**src/rtl/bfp_pkg.sv**
```systemverilog
package bfp_pkg;

  // Overflow grade of one butterfly result, ordered by headroom needed.
  typedef enum logic [1:0] {
    OVF_NONE = 2'd0,
    OVF_ONE  = 2'd1,
    OVF_TWO  = 2'd2
  } ovf_e;

  localparam int TOP_W   = 3;
  localparam int SHIFT_W = 2;

  function automatic ovf_e ovf_max(input ovf_e a, input ovf_e b);
    return (a > b) ? a : b;
  endfunction

endpackage

```
**src/rtl/bfp_ovf_grade.sv**
```systemverilog
module bfp_ovf_grade
  import bfp_pkg::*;
(
  input  logic [TOP_W-1:0] top_i,
  input  logic             valid_i,
  output ovf_e             grade_o
);

  logic sign_diff;
  logic low_diff;

  always_comb begin
    sign_diff = top_i[2] ^ top_i[1];
    low_diff  = top_i[1] ^ top_i[0];
    if (!valid_i) begin
      grade_o = OVF_NONE;
    end else if (sign_diff) begin
      grade_o = OVF_TWO;
    end else if (low_diff) begin
      grade_o = OVF_ONE;
    end else begin
      grade_o = OVF_NONE;
    end
  end

endmodule

```
**src/rtl/bfp_ovf_tracker.sv**
```systemverilog
module bfp_ovf_tracker
  import bfp_pkg::*;
(
  input  logic clk,
  input  logic rst_n,
  input  logic restart_i,
  input  logic commit_i,
  input  ovf_e grade_i,
  output ovf_e commit_grade_o
);

  ovf_e det_q;
  ovf_e det_nxt;
  ovf_e merged;

  always_comb begin
    merged = ovf_max(det_q, grade_i);
    if (restart_i) begin
      det_nxt = grade_i;
    end else if (commit_i) begin
      det_nxt = OVF_NONE;
    end else begin
      det_nxt = merged;
    end
  end

  assign commit_grade_o = merged;

  always_ff @(posedge clk or negedge rst_n) begin
    if (!rst_n) begin
      det_q <= OVF_NONE;
    end else begin
      det_q <= det_nxt;
    end
  end

  // Held grade is monotonic inside a stage
  assert_grade_monotonic_R3: assert property (@(posedge clk) disable iff (!rst_n)
    (!restart_i && !commit_i) |=> (det_q >= $past(det_q)));

  // Restart with no valid overflow leaves a clean detector
  assert_restart_clears_R4: assert property (@(posedge clk) disable iff (!rst_n)
    (restart_i && grade_i == OVF_NONE) |=> (det_q == OVF_NONE));

endmodule

```
**src/rtl/bfp_scale_acc.sv**
```systemverilog
module bfp_scale_acc
  import bfp_pkg::*;
#(
  parameter int EXP_W = 5
) (
  input  logic               clk,
  input  logic               rst_n,
  input  logic               clr_i,
  input  logic               commit_i,
  input  ovf_e               grade_i,
  output logic [SHIFT_W-1:0] shift_o,
  output logic [EXP_W-1:0]   exp_o
);

  localparam logic [EXP_W-1:0] EXP_MAX = '1;

  logic [SHIFT_W-1:0] shift_q, shift_nxt;
  logic [EXP_W-1:0]   exp_q, exp_nxt;
  logic [EXP_W:0]     exp_sum;
  logic               upd_en;

  always_comb begin
    upd_en    = clr_i | commit_i;
    exp_sum   = {1'b0, exp_q} + (EXP_W+1)'(grade_i);
    shift_nxt = shift_q;
    exp_nxt   = exp_q;
    if (clr_i) begin
      shift_nxt = '0;
      exp_nxt   = '0;
    end else if (commit_i) begin
      shift_nxt = SHIFT_W'(grade_i);
      exp_nxt   = exp_sum[EXP_W] ? EXP_MAX : exp_sum[EXP_W-1:0];
    end
  end

  always_ff @(posedge clk or negedge rst_n) begin
    if (!rst_n) begin
      shift_q <= '0;
      exp_q   <= '0;
    end else if (upd_en) begin
      shift_q <= shift_nxt;
      exp_q   <= exp_nxt;
    end
  end

  assign shift_o = shift_q;
  assign exp_o   = exp_q;

  // Exponent grows by exactly the committed shift, or pins at its ceiling
  assert_exp_tracks_shift_R6: assert property (@(posedge clk) disable iff (!rst_n)
    (commit_i && !clr_i) |=> ((exp_q == EXP_MAX) || (exp_q == $past(exp_q) + EXP_W'(shift_q))));

  // Exponent never wraps downward except on transform start
  assert_exp_no_wrap_R7: assert property (@(posedge clk) disable iff (!rst_n)
    !clr_i |=> (exp_q >= $past(exp_q)));

  // Transform start clears both outputs
  assert_xform_clears_R8: assert property (@(posedge clk) disable iff (!rst_n)
    clr_i |=> (shift_q == '0 && exp_q == '0));

  // Shift holds between commits
  assert_shift_holds_R5: assert property (@(posedge clk) disable iff (!rst_n)
    (!clr_i && !commit_i) |=> $stable(shift_q));

endmodule

```
**src/rtl/bfp_scaler.sv**
```systemverilog
module bfp_scaler
  import bfp_pkg::*;
#(
  parameter int LANES = 4,
  parameter int EXP_W = 5
) (
  input  logic                   clk,
  input  logic                   rst_n,
  input  logic                   xform_start,
  input  logic                   stage_begin,
  input  logic                   stage_done,
  input  logic [LANES-1:0]       smp_valid,
  input  logic [TOP_W*LANES-1:0] smp_top,
  output logic [SHIFT_W-1:0]     shift_amt,
  output logic [EXP_W-1:0]       grp_exp
);

  ovf_e lane_grade [LANES];
  ovf_e cycle_grade;
  ovf_e stage_grade;
  logic restart;

  for (genvar g = 0; g < LANES; g++) begin : g_lane
    bfp_ovf_grade u_grade (
      .top_i   (smp_top[g*TOP_W +: TOP_W]),
      .valid_i (smp_valid[g]),
      .grade_o (lane_grade[g])
    );
  end

  always_comb begin
    cycle_grade = OVF_NONE;
    for (int i = 0; i < LANES; i++) begin
      cycle_grade = ovf_max(cycle_grade, lane_grade[i]);
    end
  end

  assign restart = xform_start | stage_begin;

  bfp_ovf_tracker u_tracker (
    .clk            (clk),
    .rst_n          (rst_n),
    .restart_i      (restart),
    .commit_i       (stage_done),
    .grade_i        (cycle_grade),
    .commit_grade_o (stage_grade)
  );

  bfp_scale_acc #(.EXP_W(EXP_W)) u_acc (
    .clk      (clk),
    .rst_n    (rst_n),
    .clr_i    (xform_start),
    .commit_i (stage_done),
    .grade_i  (stage_grade),
    .shift_o  (shift_amt),
    .exp_o    (grp_exp)
  );

  // A committed shift is at least the grade of a sample in the commit cycle
  assert_done_sample_counts_R10: assert property (@(posedge clk) disable iff (!rst_n)
    (stage_done && !xform_start && cycle_grade == OVF_TWO) |=> (shift_amt == 2'd2));

endmodule

```
**config.mk**
```make
export PLATFORM = sky130hd
export DESIGN_NAME = bfp_scaler
export DESIGN_NICKNAME = d
export VERILOG_FILES = /design/src/rtl/bfp_pkg.sv /design/src/rtl/bfp_ovf_grade.sv /design/src/rtl/bfp_ovf_tracker.sv /design/src/rtl/bfp_scale_acc.sv /design/src/rtl/bfp_scaler.sv
export SDC_FILE = /design/constraint.sdc
export NUM_CORES = 1
export LEC_CHECK = 0
export BUFFER_PORTS_ARGS = -buffer_cell sky130_fd_sc_hd__buf_2
export CAP_MARGIN = 20
export CORE_UTILIZATION = 30
export DETAILED_ROUTE_END_ITERATION = 8
export GPL_ROUTABILITY_DRIVEN = 1
export GPL_TIMING_DRIVEN = 0
export PLACE_DENSITY = 0.54
export SYNTH_ARGS = -nofsm -noshare
export SYNTH_HDL_FRONTEND = slang
export SYNTH_SLANG_ARGS = --single-unit
```
**constraint.sdc**
```tcl
create_clock -name clk -period 3.2 [get_ports clk]
set_input_delay 0.16 -clock clk [delete_from_list [all_inputs] [get_ports clk]]
set_output_delay 0.16 -clock clk [all_outputs]
set_load 0.02 [all_outputs]
```
# [After elaboration in Yosys (flattened, before gate mapping)]
# Index checks and enable logic that the tools add are counted.
[word_totals] output_inout_bits=7 register_bits=9 in_bits=21 wordCells=45
[op_classes] bitwise_logic=10 reduce_logical=2 mux=24 n_addsub=1 n_lt_le_gt_ge=5
[ops] operator="two-way mux 2 bit" count=17
[ops] operator="two-way mux 5 bit" count=3
[ops] operator="greater-than comparator 2 bit" count=4
[ops] operator="bitwise XOR 1 bit" count=8
[ops] operator="adder 5 x 2 -> 6 bit" count=1
[ops] operator="two-way mux 1 bit" count=4
[ops] operator="greater-than comparator 1 x 2 -> 1 bit, first input constant" count=1
[ops] operator="OR 1 bit" count=2
[ops] operator="AND reduction 2 bit" count=1
[ops] operator="nonzero test 2 bit" count=1

# [Depth between registers and ports, before layout]
[logic_depth] word_depth=18 depth_mapped=33 ltp_nobuf=33

# [By module]
# From an unflattened synthesis, not the netlist that was laid out.
[unflattened] hier_cells=99 area_unflattened_um2=913.4
[modules_own_cells] mod="bfp_scale_acc" cells_per_inst=33 n_inst=1 seq_area_each_um2=175.2 area_per_inst_um2=369.1
[modules_own_cells] mod="bfp_scaler" cells_per_inst=28 n_inst=1 seq_area_each_um2=0.0 area_per_inst_um2=226.5
[modules_own_cells] mod="bfp_ovf_tracker" cells_per_inst=18 n_inst=1 seq_area_each_um2=50.0 area_per_inst_um2=162.7
[modules_own_cells] mod="bfp_ovf_grade" cells_per_inst=5 n_inst=4 seq_area_each_um2=0.0 area_per_inst_um2=38.8

# [Least setup slack after synthesis]
# No wires, ideal clock.
[synth_timing] path_type="in2reg" from="input smp_top[1]" to="register u_acc.exp_q[4], in the netlist u_acc.exp_o[4]" n_path_buf=0 t_required_ps=3064 path_stages=29 arrival_time_ps=4476 setup_time_ps=136 slack_ps=-1411 path_cell_list="xor2_1 > and2_1 > ha_1 > nor3b_1 > a31oi_1 > o211ai_1 > and2_1 > ha_1 > nor2b_1 > a2bb2oi_4 > o21ai_0 > ha_1 > nand2_1 > o21ai_0 > o21bai_1 > a31oi_2 > or2_2 > ha_1 > a21oi_1 > o21bai_2 > nand2_1 > ha_1 > inv_1 > fa_1 > nor2_1 > and3_1 > nand2_1 > nor2_1 > nor3_1"
[synth_via] elab_chain_cells=18 word_cells_on_any_way=19 classes_between="1 x add/sub; 5 x order compare; 11 x mux; 2 x bitwise"
[synth_rtl] item="start, declared" line_no="bfp_scaler.sv:13" rtl="input logic [TOP_W*LANES-1:0] smp_top,"
[synth_rtl] item="bitwise XOR 1 bit" line_no="bfp_ovf_grade.sv:14" rtl="low_diff = top_i[1] ^ top_i[0];"
[synth_rtl] item="two-way mux 1 bit" line_no="bfp_ovf_grade.sv:19" rtl="end else if (low_diff) begin"
[synth_rtl] item="two-way mux 2 bit *" line_no="bfp_ovf_grade.sv:17" rtl="end else if (sign_diff) begin"
[synth_rtl] item="two-way mux 2 bit *" line_no="bfp_ovf_grade.sv:15" rtl="if (!valid_i) begin"
[synth_rtl] item="greater-than comparator 1 x 2 -> 1 bit" line_no="bfp_pkg.sv:14" rtl="return (a > b) ? a : b;"
[synth_rtl] item="two-way mux 2 bit *" line_no="bfp_pkg.sv:14"
[synth_rtl] item="greater-than comparator 2 bit" line_no="bfp_pkg.sv:14"
[synth_rtl] item="two-way mux 2 bit *" line_no="bfp_pkg.sv:14"
[synth_rtl] item="(+2 left out)"
[synth_rtl] item="greater-than comparator 2 bit" line_no="bfp_pkg.sv:14"
[synth_rtl] item="two-way mux 2 bit *" line_no="bfp_pkg.sv:14"
[synth_rtl] item="greater-than comparator 2 bit" line_no="bfp_pkg.sv:14"
[synth_rtl] item="two-way mux 2 bit *" line_no="bfp_pkg.sv:14"
[synth_rtl] item="adder 5 x 2 -> 6 bit *" line_no="bfp_scale_acc.sv:24" rtl="exp_sum = {1'b0, exp_q} + (EXP_W+1)'(grade_i);"
[synth_rtl] item="two-way mux 5 bit *" line_no="bfp_scale_acc.sv:32" rtl="exp_nxt = exp_sum[EXP_W] ? EXP_MAX : exp_sum[EXP_W-1:0];"
[synth_rtl] item="two-way mux 5 bit *" line_no="bfp_scale_acc.sv:30" rtl="end else if (commit_i) begin"
[synth_rtl] item="two-way mux 5 bit *" line_no="bfp_scale_acc.sv:27" rtl="if (clr_i) begin"
[synth_rtl] item="end signal, assigned" line_no="bfp_scale_acc.sv:42" rtl="exp_q <= exp_nxt;"
[synth_rtl] item="end, declared" line_no="bfp_scale_acc.sv:18" rtl="logic [EXP_W-1:0] exp_q, exp_nxt;"
# Mark *: on every way between the ends. The rest lies on a longest branch, timed or not. The select of a mux whose other input is x is not followed.
# A chain may end at the register's enable or synchronous reset.

# [Worst setup path in the final report]
[layout_timing] from="input smp_top[0]" to="register u_acc.exp_q[4], in the netlist u_acc.exp_o[4]"
[layout_via] elab_chain_cells=18
[layout_rtl] item="bitwise XOR 1 bit *" line_no="bfp_ovf_grade.sv:14"
[layout_rtl] item="two-way mux 1 bit *" line_no="bfp_ovf_grade.sv:19"
[layout_rtl] item="two-way mux 2 bit *" line_no="bfp_ovf_grade.sv:17"
[layout_rtl] item="two-way mux 2 bit *" line_no="bfp_ovf_grade.sv:15"
[layout_rtl] item="greater-than comparator 1 x 2 -> 1 bit" line_no="bfp_pkg.sv:14"
[layout_rtl] item="two-way mux 2 bit *" line_no="bfp_pkg.sv:14"
[layout_rtl] item="greater-than comparator 2 bit" line_no="bfp_pkg.sv:14"
[layout_rtl] item="two-way mux 2 bit *" line_no="bfp_pkg.sv:14"
[layout_rtl] item="(+2 left out)"
[layout_rtl] item="greater-than comparator 2 bit" line_no="bfp_pkg.sv:14"
[layout_rtl] item="two-way mux 2 bit *" line_no="bfp_pkg.sv:14"
[layout_rtl] item="greater-than comparator 2 bit" line_no="bfp_pkg.sv:14"
[layout_rtl] item="two-way mux 2 bit *" line_no="bfp_pkg.sv:14"
[layout_rtl] item="adder 5 x 2 -> 6 bit *" line_no="bfp_scale_acc.sv:24"
[layout_rtl] item="two-way mux 5 bit *" line_no="bfp_scale_acc.sv:32"
[layout_rtl] item="two-way mux 5 bit *" line_no="bfp_scale_acc.sv:30"
[layout_rtl] item="two-way mux 5 bit *" line_no="bfp_scale_acc.sv:27"
# Marked as above.

==> run summary <==
Yosys cell types: 38
Crit. Startpoint: smp_top[0]
Share of layout cells above drive strength 1: 0.649
Most common cell after layout, fill and taps aside: buf_4
Power per cell area: 393 nW/um^2
Pre-CTS setup slack: -1790 ps
GR Util met1: 0.174
WL final: 3250 um
Post-Syn Instances: 111
Yosys reg bits: 9
Switching power: 278 uW
Max-Cap Viols: 0
Total GRT Usage: 0.176
Hold Crit Class: input port to flop
# rows: 20
Worst r2r path cells: 15
Post-DP HPWL: 1640 um
Overall Power: 727 uW
Final Net Count: 222
First-pass GRT wire length: 4610 um
Clk pwr share: 0.120
Sw frac: 0.383
Routed len/inst: 14.2 um
DIE HEIGHT: 58.5 um
Root cell of the clock tree: clkbuf_4
Busiest grt layer: met2
Syn Std Cell Area: 958 um^2
Die area: 3420 um^2
CTS max path bufs: 2
Share of the synthesized area in the top cell type: 0.235
Comb pwr share: 0.683
Relative slew slack: 0.670
Via count: 1122
YS warnings: 0
PortBufs: 26
Grt ovf: 0
Final Hold Viols: 0
Post-DP Area: 1170 um^2
Placed cells: 181
Tightest Pin Transition: 495 ps
Most area-hungry cell type in the Yosys netlist: dfrtp_1
Max VDD drop: 0.000161 V
Filler Cell Count: 259
Initial antenna violation count: 0
Most used DFF post-synth: dfrtp_1
Async SR Flop Fraction: 1.00
Final setup violation count: 7
Reg2reg start: u_tracker.det_q[1]
Final period utilization: 1.40
Most common cell on crit path: ha_4
Commonest cells after routing, fill and taps aside: 41 x buf_4, 21 x buf_2, 11 x inv_1, 9 x dfrtp_1, 8 x ha_1
Fin cells: 229
Clock latency at the later pin of the worst-skew pair: 260 ps
Post-synth EDFFs: 0
H-tree Lvls: 1
WP data required: 3320 ps
Setup tns final: -6770 ps
Final hold slack: 200 ps
Run status: finished, violations left
Fin util: 0.605
Initial DRC Count: 56
Initial Util: 0.314
Vias per inst: 4.90
Core area: 3050 um^2
Io pins: 28
Mapped Avg Cell Area: 8.63 um^2
Area Overhead vs Synth: 92.8%
Tmin final: 4480 ps
Max incr delay on CP: 340 ps
Number of global-route vias before repair: 1127
Synth area leaders: dfrtp_1 23%, ha_1 18%, inv_1 5.1%, nand2_1 4.3%, nor2_1 4.3%
CP max-delay cell: fa_2
RSZ-0062 raised after global routing: true
ANT cells: 0
Largest net degree at the start of global routing: 10
Violated checks: setup timing
Pleak: 0.843 nW
Critical path capture point: u_acc.exp_o[4]
Final worst setup slack: -1280 ps
Reg2reg setup slack: 740 ps
P_int: 449 uW
Worst r2r dst: u_acc.exp_o[4]
Sequential fraction of the synthesis area: 0.235
Worst Path Max Fanout: 4
Sequential power share: 0.197
FMAX: 0.223 GHz
Clk pin slew, worst setup/hold paths: 60 ps
DRC Markers: 0
Clk sinks: 9
Drt pass-1 iters: 4
CTS tree: done
Post-route cell area: 1850 um^2
M2 GR Usage: 0.358
CP Launch Type: input port
WS Path Type: input port to flop
Antenna-violating nets left: 0
Die width: 58.5 um
Met3 Track Usage GR: 0.0198
CTS Buf Count: 3
Clock skew: 2.92 ps
Syn nets: 147
Nature of the critical path endpoint: flop
Gpl congestion: 0.761
Max Transition Viols Final: 0
Critical Path AT: 4600 ps
==> area by class of cell <==
type	instances	area (um^2)	share of cell area
Multi-Input combinational cell	88	987	0.534
Timing Repair Buffer	70	502	0.271
Sequential cell	9	225	0.122
Tap cell	44	55.1	0.0298
Inverter	13	48.8	0.0264
Clock buffer	4	26.3	0.0142
Buffer	1	3.75	0.00203
==> cells in the mapped netlist (all sizes together), types with 2 or more instances <==
library cell   n
a21oi          3
nand2         11
nor2          11
nor3           2
a311oi         2
a211oi         2
ha            14
o21ai          4
nand3b         2
xor2           4
inv           13
nor2b          3
nand3          2
a31oi          3
dfrtp          9
o21bai         2
o211ai         2
a21boi         3
nand4b         2
and2           3
nand4bb        2
==> registers in the layout, summed over array words and instances (netlist names) <==
| register | count |
|---|---|
| u_acc.exp_o | 5 |
| u_acc.shift_o | 2 |
| u_tracker.det_q | 2 |
==> critical path, delay by kind of cell <==
| kind | cells | cell delay, ps |
|---|---|---|
| buffers and inverters | 3 | 190 |
| AND/OR/NAND/NOR | 16 | 1910 |
| AO/OA/AOI/OAI | 8 | 1080 |
| adder cells (fa/ha/maj) | 6 | 1260 |
==> worst min path at each step <==
stage	slack, ps	start	endpoint	cells after the start
after floorplan	-140	rst_n	u_acc.exp_o[0]	0
after global placement	30	rst_n	u_acc.exp_o[1]	1
after CTS	190	stage_begin	u_tracker.det_q[0]	3
after global routing	200	stage_begin	u_tracker.det_q[0]	3
after detailed placement	30	rst_n	u_acc.exp_o[1]	1
final	200	stage_begin	u_tracker.det_q[0]	3
==> power by group through the flow <==
stage               registers (mW)  logic (mW)  clock network, mW
global placement             0.142       0.237                  0
detailed placement           0.142       0.246                  0
finish                       0.143       0.496             0.0875
CTS                          0.141       0.366             0.0905
global route                 0.145       0.537             0.0978
floorplan                    0.151       0.177                  0
==> logic make-up (layout without fill, tap and decap cells) <==
| family | count (synthesis) | count (layout) | synth area share |
|---|---|---|---|
| XOR/XNOR | 4 | 4 | 0.0365 |
| buffers and inverters | 14 | 88 | 0.0548 |
| flip-flops | 9 | 9 | 0.235 |
| multiplexers | 1 | 1 | 0.0104 |
| adder cells (fa/ha/maj) | 15 | 15 | 0.204 |
| AO/OA/AOI/OAI | 24 | 24 | 0.209 |
| AND/OR/NAND/NOR | 44 | 44 | 0.251 |
==> metal layers <==
metal  vias up  routed length, um
met2        30               1840
met1       537               1220
li1        544                  -
met3        11                 76
met5         -                  0
met4         0                112
==> what timing repair did <==
item / CTS / global route
hold buffers: 1 / 0
resized for setup: 19 / 42
pin swaps: 25 / 28
setup buffers: 37 / 7
endpoints found under the hold margin: 9 / 0
setup endpoints to repair: 7 / 7
No activity file was read; power rests on OpenSTA's default activity.
